**src/rtl/qmix_pkg.sv**
```systemverilog
package qmix_pkg;

  localparam int unsigned PHASE_W = 2;

  typedef enum logic [1:0] {
    COEF_ZERO = 2'd0,
    COEF_POS  = 2'd1,
    COEF_NEG  = 2'd2
  } coef_e;

  typedef enum logic {
    PATH_I = 1'b0,
    PATH_Q = 1'b1
  } path_e;

  // Coefficient for a lane at a given phase of the quarter-rate carrier.
  function automatic coef_e coef_of(path_e path, logic [PHASE_W-1:0] ph);
    coef_e c;
    if (path == PATH_I) begin
      case (ph)
        2'd0:    c = COEF_POS;
        2'd2:    c = COEF_NEG;
        default: c = COEF_ZERO;
      endcase
    end else begin
      case (ph)
        2'd1:    c = COEF_NEG;
        2'd3:    c = COEF_POS;
        default: c = COEF_ZERO;
      endcase
    end
    return c;
  endfunction

endpackage

```
**src/rtl/qmix_rst_sync.sv**
```systemverilog
module qmix_rst_sync #(
  parameter int unsigned STAGES = 2
) (
  input  logic clk,
  input  logic rst_n,
  output logic rst_sync_n
);

  logic [STAGES-1:0] sync_q;
  logic [STAGES-1:0] sync_nxt;

  always_comb begin
    sync_nxt = {sync_q[STAGES-2:0], 1'b1};
  end

  always_ff @(posedge clk or negedge rst_n) begin
    if (!rst_n) begin
      sync_q <= '0;
    end else begin
      sync_q <= sync_nxt;
    end
  end

  assign rst_sync_n = sync_q[STAGES-1];

endmodule

```
**src/rtl/qmix_phase_ctr.sv**
```systemverilog
module qmix_phase_ctr
  import qmix_pkg::*;
(
  input  logic               clk,
  input  logic               rst_n,
  input  logic               adv,
  output logic [PHASE_W-1:0] phase
);

  logic [PHASE_W-1:0] phase_q;
  logic [PHASE_W-1:0] phase_nxt;

  always_comb begin
    phase_nxt = phase_q;
    if (adv) begin
      phase_nxt = phase_q + {{(PHASE_W-1){1'b0}}, 1'b1};
    end
  end

  always_ff @(posedge clk or negedge rst_n) begin
    if (!rst_n) begin
      phase_q <= '0;
    end else begin
      phase_q <= phase_nxt;
    end
  end

  assign phase = phase_q;

endmodule

```
**src/rtl/qmix_lane.sv**
```systemverilog
module qmix_lane
  import qmix_pkg::*;
#(
  parameter int unsigned DATA_W = 14,
  parameter path_e       PATH   = PATH_I
) (
  input  logic                     clk,
  input  logic                     rst_n,
  input  logic                     en,
  input  logic [PHASE_W-1:0]       phase,
  input  logic signed [DATA_W-1:0] smp,
  output logic signed [DATA_W-1:0] dat
);

  localparam logic signed [DATA_W-1:0] SMIN = {1'b1, {(DATA_W-1){1'b0}}};
  localparam logic signed [DATA_W-1:0] SMAX = {1'b0, {(DATA_W-1){1'b1}}};
  localparam logic [DATA_W-1:0]        ONE  = {{(DATA_W-1){1'b0}}, 1'b1};

  coef_e                     coef;
  logic signed [DATA_W-1:0]  neg_sat;
  logic signed [DATA_W-1:0]  dat_nxt;
  logic signed [DATA_W-1:0]  dat_q;

  always_comb begin
    coef = coef_of(PATH, phase);
  end

  // Two's-complement negation that clamps the single overflow case.
  always_comb begin
    if (smp == SMIN) begin
      neg_sat = SMAX;
    end else begin
      neg_sat = ~smp + ONE;
    end
  end

  always_comb begin
    case (coef)
      COEF_POS: dat_nxt = smp;
      COEF_NEG: dat_nxt = neg_sat;
      default:  dat_nxt = '0;
    endcase
  end

  always_ff @(posedge clk or negedge rst_n) begin
    if (!rst_n) begin
      dat_q <= '0;
    end else if (en) begin
      dat_q <= dat_nxt;
    end
  end

  assign dat = dat_q;

endmodule

```
**src/rtl/qmix_quarter.sv**
```systemverilog
module qmix_quarter
  import qmix_pkg::*;
#(
  parameter int unsigned DATA_W = 14
) (
  input  logic                     clk,
  input  logic                     rst_n,
  input  logic                     in_vld,
  input  logic signed [DATA_W-1:0] in_smp,
  output logic                     out_vld,
  output logic signed [DATA_W-1:0] out_i,
  output logic signed [DATA_W-1:0] out_q
);

  localparam int unsigned N_LANES = 2;

  logic                     rst_core_n;
  logic [PHASE_W-1:0]       phase;
  logic signed [DATA_W-1:0] lane_dat [N_LANES];
  logic                     vld_q;
  logic                     vld_nxt;

  qmix_rst_sync #(
    .STAGES (2)
  ) u_rst_sync (
    .clk        (clk),
    .rst_n      (rst_n),
    .rst_sync_n (rst_core_n)
  );

  qmix_phase_ctr u_phase (
    .clk   (clk),
    .rst_n (rst_core_n),
    .adv   (in_vld),
    .phase (phase)
  );

  for (genvar g = 0; g < N_LANES; g++) begin : g_lane
    qmix_lane #(
      .DATA_W (DATA_W),
      .PATH   (path_e'(g))
    ) u_lane (
      .clk   (clk),
      .rst_n (rst_core_n),
      .en    (in_vld),
      .phase (phase),
      .smp   (in_smp),
      .dat   (lane_dat[g])
    );
  end

  always_comb begin
    vld_nxt = in_vld;
  end

  always_ff @(posedge clk or negedge rst_core_n) begin
    if (!rst_core_n) begin
      vld_q <= 1'b0;
    end else begin
      vld_q <= vld_nxt;
    end
  end

  assign out_vld = vld_q;
  assign out_i   = lane_dat[0];
  assign out_q   = lane_dat[1];

endmodule

```
**config.mk**
```make
export PLATFORM = sky130hd
export DESIGN_NAME = qmix_quarter
export DESIGN_NICKNAME = d
export VERILOG_FILES = /design/src/rtl/qmix_pkg.sv /design/src/rtl/qmix_rst_sync.sv /design/src/rtl/qmix_phase_ctr.sv /design/src/rtl/qmix_lane.sv /design/src/rtl/qmix_quarter.sv
export SDC_FILE = /design/constraint.sdc
export NUM_CORES = 1
export LEC_CHECK = 0
export BUFFER_PORTS_ARGS = -buffer_cell sky130_fd_sc_hd__buf_2
export CAP_MARGIN = 5
export CORE_ASPECT_RATIO = 0.8
export CORE_UTILIZATION = 58
export DETAILED_ROUTE_END_ITERATION = 12
export PLACE_DENSITY = 0.84
export SKIP_LAST_GASP = 1
export SLEW_MARGIN = 20
export SYNTH_ARGS = -nofsm -noshare
export SYNTH_HDL_FRONTEND = slang
export SYNTH_SLANG_ARGS = --single-unit
```
**constraint.sdc**
```tcl
create_clock -name clk -period 2.5 [get_ports clk]
set_clock_uncertainty 0.15 [all_clocks]
set_input_delay 0.25 -clock clk [delete_from_list [all_inputs] [get_ports clk]]
set_output_delay 0.25 -clock clk [all_outputs]
set_load 0.02 [all_outputs]
```
# Word level (Yosys, flattened, before mapping)
# Cells that the tools add are included.
# totals
reg_bits	33
latchBits	0
ramBits	0
romBits	0
mem_count	0
# classes
addsub	2
multipliers	0
div_mod_pow	0
magnitude_cmp	0
n_eq_ne	8
shift	0
mux	5
bitwise	1
reduce_logical	1
# ops
cell	count
14-bit case mux with 2 select lines	2
14-bit by 1-bit adder with 14-bit output, second input constant	1
14-bit == test, second input constant	1
14-bit 2-to-1 mux	1
14-bit inverter	1
2-bit == test, second input constant	4
2-bit case mux with 2 select lines	2
2-bit by 1-bit == test with 1-bit output, second input constant	3
2-bit by 1-bit adder with 2-bit output, second input constant	1
2-bit logical NOT	1

# Depth between registers and ports, before layout
# Gate-level depths: netlist of the first run.
# depth
ltp_word	4
depth_mapped	7
mapped_depth_nobuf	6

# Hierarchy
# From an unflattened synthesis of the first run, not the netlist that was laid out.
# unflattened
cells_unflattened	253
area_unflattened_um2	2208.4
# modules_own_cells
mod	instances	cells_each	area_each_um2
qmix_lane at g_lane[0].u_lane	1	124	1063.5
qmix_lane at g_lane[1].u_lane	1	120	994.7
qmix_phase_ctr	1	5	71.3
qmix_rst_sync	1	3	53.8
qmix_quarter	1	1	25.0

# Worst setup path after synthesis of the first run
# Ideal clock, no wire load.
# synth_timing
kind	input-to-reg
from	input port in_smp[0]
to	register g_lane[0].u_lane.dat_q[12]
setup_time_ps	83
t_arrival_ps	1802
setup_slack_ps	465
stages	7
path_cell_list	inv_1 -> ha_1 -> or4b_4 -> buf_6 -> nor3_1 -> mux2_2 -> o21ai_0
# synth_between
elab_chain_cells	4
# synth_rtl
element	line_no	rtl
start: declaration	qmix_quarter.sv:9	input logic signed [DATA_W-1:0] in_smp,
14-bit inverter	qmix_lane.sv:33	neg_sat = ~smp + ONE;
14-bit by 1-bit adder with 14-bit output	qmix_lane.sv:33	
14-bit 2-to-1 mux *	qmix_lane.sv:30	if (smp == SMIN) begin
14-bit case mux with 2 select lines *	qmix_lane.sv:38	case (coef)
end signal: assignment	qmix_lane.sv:49	dat_q <= dat_nxt;
end: declaration	qmix_lane.sv:22	logic signed [DATA_W-1:0] dat_q;
# Mark *: on every way between the ends. The rest lies on a longest branch, timed or not.
# A chain may end at the register's enable or synchronous reset.

# Worst setup path after layout of the first run
# Same ends and word-level chain as after synthesis.

==> results of run 1 <==
## placed cells by master, fill, tap and decap left out, types with 5 or more instances in the layout
master     n
buf_2     45
dfrtp_1   33
nor2_1    22
nand2_1   20
o21ai_0   20
a31oi_1   17
a21oi_1    9
inv_1      8
nor2b_1    7
o211ai_1   7
or3_1      6
clkbuf_8   6
nor3_1     5
nand2b_1   5
ha_1       5
## flip-flops by register name, summed over array words and instances, names as in the netlist
signal             flops
g_lane.u_lane.dat     28
u_rst_sync.sync_q      2
out_vld                1
u_phase.phase          2
## timing repair
item | CTS | global route
setup endpoints to repair | 0 | 0
hold buffers | 1 | 0
endpoints found under the hold margin | 2 | 0
## cells by family after synthesis
logic type | count (synthesis)
mux | 3
other cells | 1
buf+inv | 25
xor+xnor | 3
fa+ha+maj | 5
simple gates | 82
compound gates | 70
flops | 33
## worst max-delay path, stage by stage
cell     delay, ns
buf_2         0.13
inv_1         0.06
ha_1          0.23
or4b_4        0.59
nor3_1        0.25
mux2_2        0.38
o21ai_0       0.18
## cell type report
type | count | area [µm²] | share of cell area, %
clock buffers | 7 | 86.33 | 3.716
inverters | 8 | 30.03 | 1.292
multi-input cells | 164 | 1054 | 45.34
flip-flops and latches | 33 | 825.8 | 35.54
well taps | 40 | 50.05 | 2.154
repair buffers | 50 | 277.8 | 11.95
## power by group
group	leakage, nW	switching [mW]	total (mW)	internal (mW)
Combinational	0.563	0.632	1.00	0.369
Clock	0.0443	0.194	0.412	0.218
Sequential	0.404	0.0945	0.803	0.709
Total	1.01	0.920	2.22	1.30
## routing by layer
| layer | routed length [µm] | share of wire (%) |
|---|---|---|
| met5 | 0 | 0 |
| met4 | 64 | 1.4 |
| met3 | 355 | 7.8 |
| met2 | 1975 | 44 |
| met1 | 2143 | 47 |
## path summary, 6_finish.rpt
kind / from / end / slack, ns / cells after the start
max reg2reg: u_phase.phase[0] / g_lane[0].u_lane.dat[11] / 0.74 / 6
max: in_smp[0] / g_lane[0].u_lane.dat[12] / 0.49 / 7
min reg2reg: u_rst_sync.sync_q[1] / g_lane[0].u_lane.dat[11] / 0.11 / 1
min: in_smp[1] / g_lane[0].u_lane.dat[1] / 0.10 / 3
min in group asynchronous: u_rst_sync.sync_q[1] / g_lane[0].u_lane.dat[11] / 0.11 / 1
max in group asynchronous: u_rst_sync.sync_q[1] / g_lane[1].u_lane.dat[7] / 1.80 / 1
## stage by stage
stage          power, mW  cell area (µm²)  cells  setup WS, ns  utilization (%)
6_report           2.216             2323    302        0.4923            72.65
5_1_grt            2.363             2323    302        0.4079            72.65
4_1_cts            2.221             2323    302        0.5104            72.65
3_5_place_dp       1.815             2227    294        0.2044            69.64
3_3_place_gp       1.787             2227    294        0.3250            69.64
2_1_floorplan      1.494             2008    222        0.4654                -
==> results.yml, run 1 <==
logic_synthesis:
  synth_edf_count: 0
  synthMuxAreaShare_pct: 1.558
  yosysMostFrequentCell: "dfrtp_1"
  yosysTopAreaCell: "dfrtp_1"
  syn_area_um2: 2008
  synth-seq-area-share_pct: 41.12
  synthFlopType: "dfrtp_1"
  synth-simple-area-share_pct: 23.05
  synth_compound_area_share_pct: 23.24
  synthArstFlopShare_pct: 100.0
  yosys_warnings: 0
  post_synth.cell_area_avg_um2: 9.046
  synth_seq_cells: 33
  synthXorXnorAreaFrac_pct: 1.308
  synth_nets: 244
  ys_top_cells_by_count: "dfrtp_1, nor2_1, nand2_1, o21ai_0, a31oi_1"
  syn_inst: 222
  synth_adder_area_share_pct: 3.115
  synth_cell_types: 45
  synthTopCellsByArea: "dfrtp_1, a31oi_1, o21ai_0, nor2_1, nand2_1"
  yosys.area.top_type_share_pct: 41.12
  synth_top_family_by_area: "compound AO/OA/AOI/OAI gates"
clock_tree:
  clock_latency_ns: 0.29
  postCtsResizedCells: 0
  clockBufferDepth: 2
  numCtsBuffers: 5
  htreeDepth: 2
  cts_tree: "yes"
  cts.clk_slew.worst_paths_ns: 0.07
  cts_root_buf: "clkbuf_8"
  post_cts_buffers: 0
  cts.sinks: 33
route:
  dr_total_vias: 1810
  via_per_inst: 5.993
  drc: 0
  first_pass_iters: 4
  drtAntennaViolNets: 0
  drtIter0Drc: 110
  wire_per_inst_um: 15.03
  routed_wl_mm: 4.538
worst_setup_path:
  required_ns: 2.56
  start_kind: "input port"
  path_max_fanout: 11
  end_kind: "flop"
  arrival_ns: 2.07
  crit_type: "input port to flop"
finish:
  nNetsFinal: 284
  antenna_cells: 0
  layout-drive-gt1-share_pct: 26.34
  n_fill_cell: 252
  area_growth_pct: 15.70
run_status:
  status: "completed"
place:
  io_buffers: 45
  routabilityCongestion: 0.8777
  place_hpwl_mm: 3.178
floorplan:
  row_count: 18
  core_um2: 3198
  initial_core_util_pct: 62.79
  die_w_um: 67.79
  die_h_um: 54.63
  pin_count: 46
  die-area_um2: 3703
sta:
  rsz0062_at_grt: "no"
  fmax_mhz: 498.1
  hold_viol_final: 0
  setup_tns_ns: 0
  finalMaxSlewViolations: 0
  slew_headroom_pct: 50.83
  period_share_pct: 80.31
  whs_ns: 0.1029
  worst_slew_pin_slew_ns: 0.7376
  period_needed_ns: 2.008
  final-setup-viol-count: 0
grt:
  grt_pass1_vias: 1511
  antenna_found_initial: 0
  grt_pass1_wl_mm: 7.148
  met3_usage_pct: 7.083
  grt.overflow.total: 0
  grt_start_max_net_pins: 46
  use_met1_pct: 37.12
  grtUsageTotal_pct: 26.87
  grt.busiest_layer: "met2"
  met2_usage_pct: 40.43
power_and_ir_drop:
  power.density_nw_per_um2: 953.8
  vdd_drop_max_mv: 0.7791
  leakage_nw: 1.012
worst_hold_path:
  holdCritPathClass: "input port to flop"
flow_run:
  drv_cap: 0
Note: power is estimated with default switching activity, not from simulation.
==> run 2, diff against run 1 <==
--- a/config.mk
+++ b/config.mk
@@ -5,12 +5,13 @@
 export SDC_FILE = /design/constraint.sdc
 export NUM_CORES = 1
 export LEC_CHECK = 0
+export ABC_AREA = 1
 export BUFFER_PORTS_ARGS = -buffer_cell sky130_fd_sc_hd__buf_2
 export CAP_MARGIN = 5
 export CORE_ASPECT_RATIO = 0.8
-export CORE_UTILIZATION = 58
+export CORE_UTILIZATION = 53
 export DETAILED_ROUTE_END_ITERATION = 12
-export PLACE_DENSITY = 0.84
+export PLACE_DENSITY = 0.78
 export SKIP_LAST_GASP = 1
 export SLEW_MARGIN = 20
 export SYNTH_ARGS = -nofsm -noshare
==> constraint.sdc (replaced) <==
create_clock -name clk -period 2.05 [get_ports clk]
set_clock_uncertainty 0.15 [all_clocks]
set_input_delay 0.205 -clock clk [delete_from_list [all_inputs] [get_ports clk]]
set_output_delay 0.205 -clock clk [all_outputs]
set_load 0.02 [all_outputs]
==> run 2 against run 1 <==
Net effect:
- critical path depth is 2 lower
- non-clock buffer count up 1
- synthesized area fell by 6.5%
- design area fell by 3.8%
- first-iteration DRC count grew 55%
- cell count rose by 14%
- via count is 0.99% higher
==> results.yml, run 2 <==
run_status:
  status: "completed"
clock_tree:
  clockBufferDepth: 2
  numCtsBuffers: 5
  cts_tree: "yes"
  ctsHoldBuffers: 1
  post_cts_buffers: 0
  clock_latency_ns: 0.27
  htreeDepth: 2
  cts_root_buf: "clkbuf_8"
  cts.clk_slew.worst_paths_ns: 0.07
  cts.sinks: 33
  postCtsResizedCells: 0
logic_synthesis:
  synth_seq_cells: 33
  synth_nets: 278
  synthTopCellsByArea: "dfrtp_1, a21oi_1, nand2_1, nor2_1, inv_1"
  synthXorXnorAreaFrac_pct: 0.9333
  synth_cell_types: 21
  ys_top_cells_by_count: "nand2_1, a21oi_1, nor2_1, dfrtp_1, inv_1"
  yosys.area.top_type_share_pct: 44.00
  yosysTopAreaCell: "dfrtp_1"
  synthFlopType: "dfrtp_1"
  yosysMostFrequentCell: "nand2_1"
  syn_area_um2: 1877
  synth-simple-area-share_pct: 27.67
  yosys_warnings: 0
  synth_compound_area_share_pct: 16.93
  post_synth.cell_area_avg_um2: 7.331
  synth_adder_area_share_pct: 3.333
  synth_top_family_by_area: "simple AND/OR/NAND/NOR gates"
  syn_inst: 256
  synth-seq-area-share_pct: 44.00
  synthArstFlopShare_pct: 100.0
  synthMuxAreaShare_pct: 0
  synth_edf_count: 0
worst_setup_path:
  worstSetupStartpoint: "u_phase.phase[0]"
  path_common_cell: "a21oi_1"
  end_kind: "flop"
  crit_type: "flop to flop"
  slowest_delay_ns: 0.43
  required_ns: 2.09
  critPathBufInv: 2
  path_max_fanout: 8
  arrival_ns: 1.63
  cp_slowest_cell: "dfrtp_1"
  start_kind: "flop"
  cp_top_family: "flip-flops"
  worstPathCellList: "inv_1 -> ha_1 -> buf_4 -> a21oi_1 -> a21oi_1"
  r2r_start: "u_phase.phase[0]"
grt:
  grt_pass1_wl_mm: 7.521
  grtUsageTotal_pct: 26.01
  grt_pass1_vias: 1605
  grt_start_max_net_pins: 33
  antenna_found_initial: 0
  grt.overflow.total: 0
floorplan:
  die-area_um2: 3785
  pin_count: 46
  die_h_um: 55.23
  core_um2: 3221
  die_w_um: 68.53
  initial_core_util_pct: 58.28
  row_count: 18
flow_run:
  drv_cap: 0
finish:
  largest_register_ffs: 28
  utilization_pct: 69.39
  multi_input_area_um2: 920.9
  area_growth_pct: 19.07
  seqCellArea_um2: 825.8
  design_area_um2: 2235
  layout-drive-gt1-share_pct: 22.44
  n_fill_cell: 292
  layout_commonest_cell: "nand2_1"
  nNetsFinal: 325
  antenna_cells: 0
  layout_common_cells: "nand2_1, a21oi_1, buf_2, nor2_1, dfrtp_1"
route:
  drtIter0Drc: 171
  via_per_inst: 5.329
  wire_per_inst_um: 13.05
  drtAntennaViolNets: 0
  dr_total_vias: 1828
  routed_wl_mm: 4.475
  drc: 0
  first_pass_iters: 4
sta:
  slew_headroom_pct: 61.55
  fmax_mhz: 628.5
  setup_tns_ns: 0
  hold_viol_final: 0
  worst_slew_pin_slew_ns: 0.5767
  final-setup-viol-count: 0
  rsz0062_at_grt: "no"
  period_needed_ns: 1.591
  whs_ns: 0.08928
  period_share_pct: 77.62
  finalMaxSlewViolations: 0
place:
  place_hpwl_mm: 3.124
  io_buffers: 45
  routabilityCongestion: 0.8862
  placed_cell_area_um2: 2138
power_and_ir_drop:
  leakage_nw: 1.135
  power.density_nw_per_um2: 1135
  vdd_drop_max_mv: 0.6742
worst_hold_path:
  holdCritPathClass: "input port to asynchronous set/reset pin"
-- run 2: cell types whose count changed in the layout (fill, tap and decap cells not counted), moves of 5 or more --
cell / previous run / this run
a21oi_1: 9 / 54
a31oi_1: 17 / 0
inv_1: 8 / 20
nand2_1: 20 / 55
nand2b_1: 5 / 0
nand3_1: 2 / 11
nand3_2: 0 / 5
nor2_1: 22 / 44
nor2b_1: 7 / 0
nor3_1: 5 / 0
o211ai_1: 7 / 0
o21ai_0: 20 / 5
or3_1: 6 / 0
-- run 2: layer usage --
layer / GRT usage [%] / share of wire, % / routed length (µm) / up-vias
met5: 0 / 0 / 0 / -
met4: 4.464 / 0.38 / 17 / 0
met3: 5.165 / 7.5 / 336 / 2
met2: 37.39 / 44 / 1967 / 73
met1: 40.32 / 48 / 2153 / 834
li1: - / - / - / 919
-- run 2: kinds of logic (layout without fill, tap and decap cells) --
family | after synthesis | count (layout)
xor+xnor | 2 | 2
simple gates | 121 | 121
other cells | 1 | 1
buf+inv | 32 | 79
compound gates | 62 | 62
fa+ha+maj | 5 | 5
flops | 33 | 33
-- run 2: power breakdown --
part / internal, mW / switching (mW) / total [mW]
clock network: 0.266 / 0.220 / 0.486
logic: 0.373 / 0.723 / 1.10
registers: 0.844 / 0.110 / 0.954
-- run 2: area by class of cell --
class	instances	area share (%)
Inverter	21	3.527
Tap cell	40	2.240
Clock buffer	7	3.863
Sequential cell	33	36.95
Timing Repair Buffer	51	12.21
Multi-Input combinational cell	191	41.21
-- run 2: final timing paths --
kind,endpoint,slack [ns],cells after the start
max reg2reg,g_lane[0].u_lane.dat[9],0.46,5
min in group clk,g_lane[1].u_lane.dat[0],0.12,3
min,u_rst_sync.sync_q[0],0.09,2
max,g_lane[0].u_lane.dat[9],0.46,5
max in group asynchronous,g_lane[1].u_lane.dat[2],1.34,1
min reg2reg,g_lane[0].u_lane.dat[3],0.11,1
-- run 2: per-stage QoR --
step | power (mW) | worst slack (ns) | std cells
global route | 2.725 | 0.3445 | 343
global placement | 2.034 | 0.3553 | 335
finish | 2.536 | 0.4588 | 343
floorplan | 1.665 | 0.6324 | 256
detailed placement | 2.059 | 0.2712 | 335
CTS | 2.553 | 0.4429 | 343
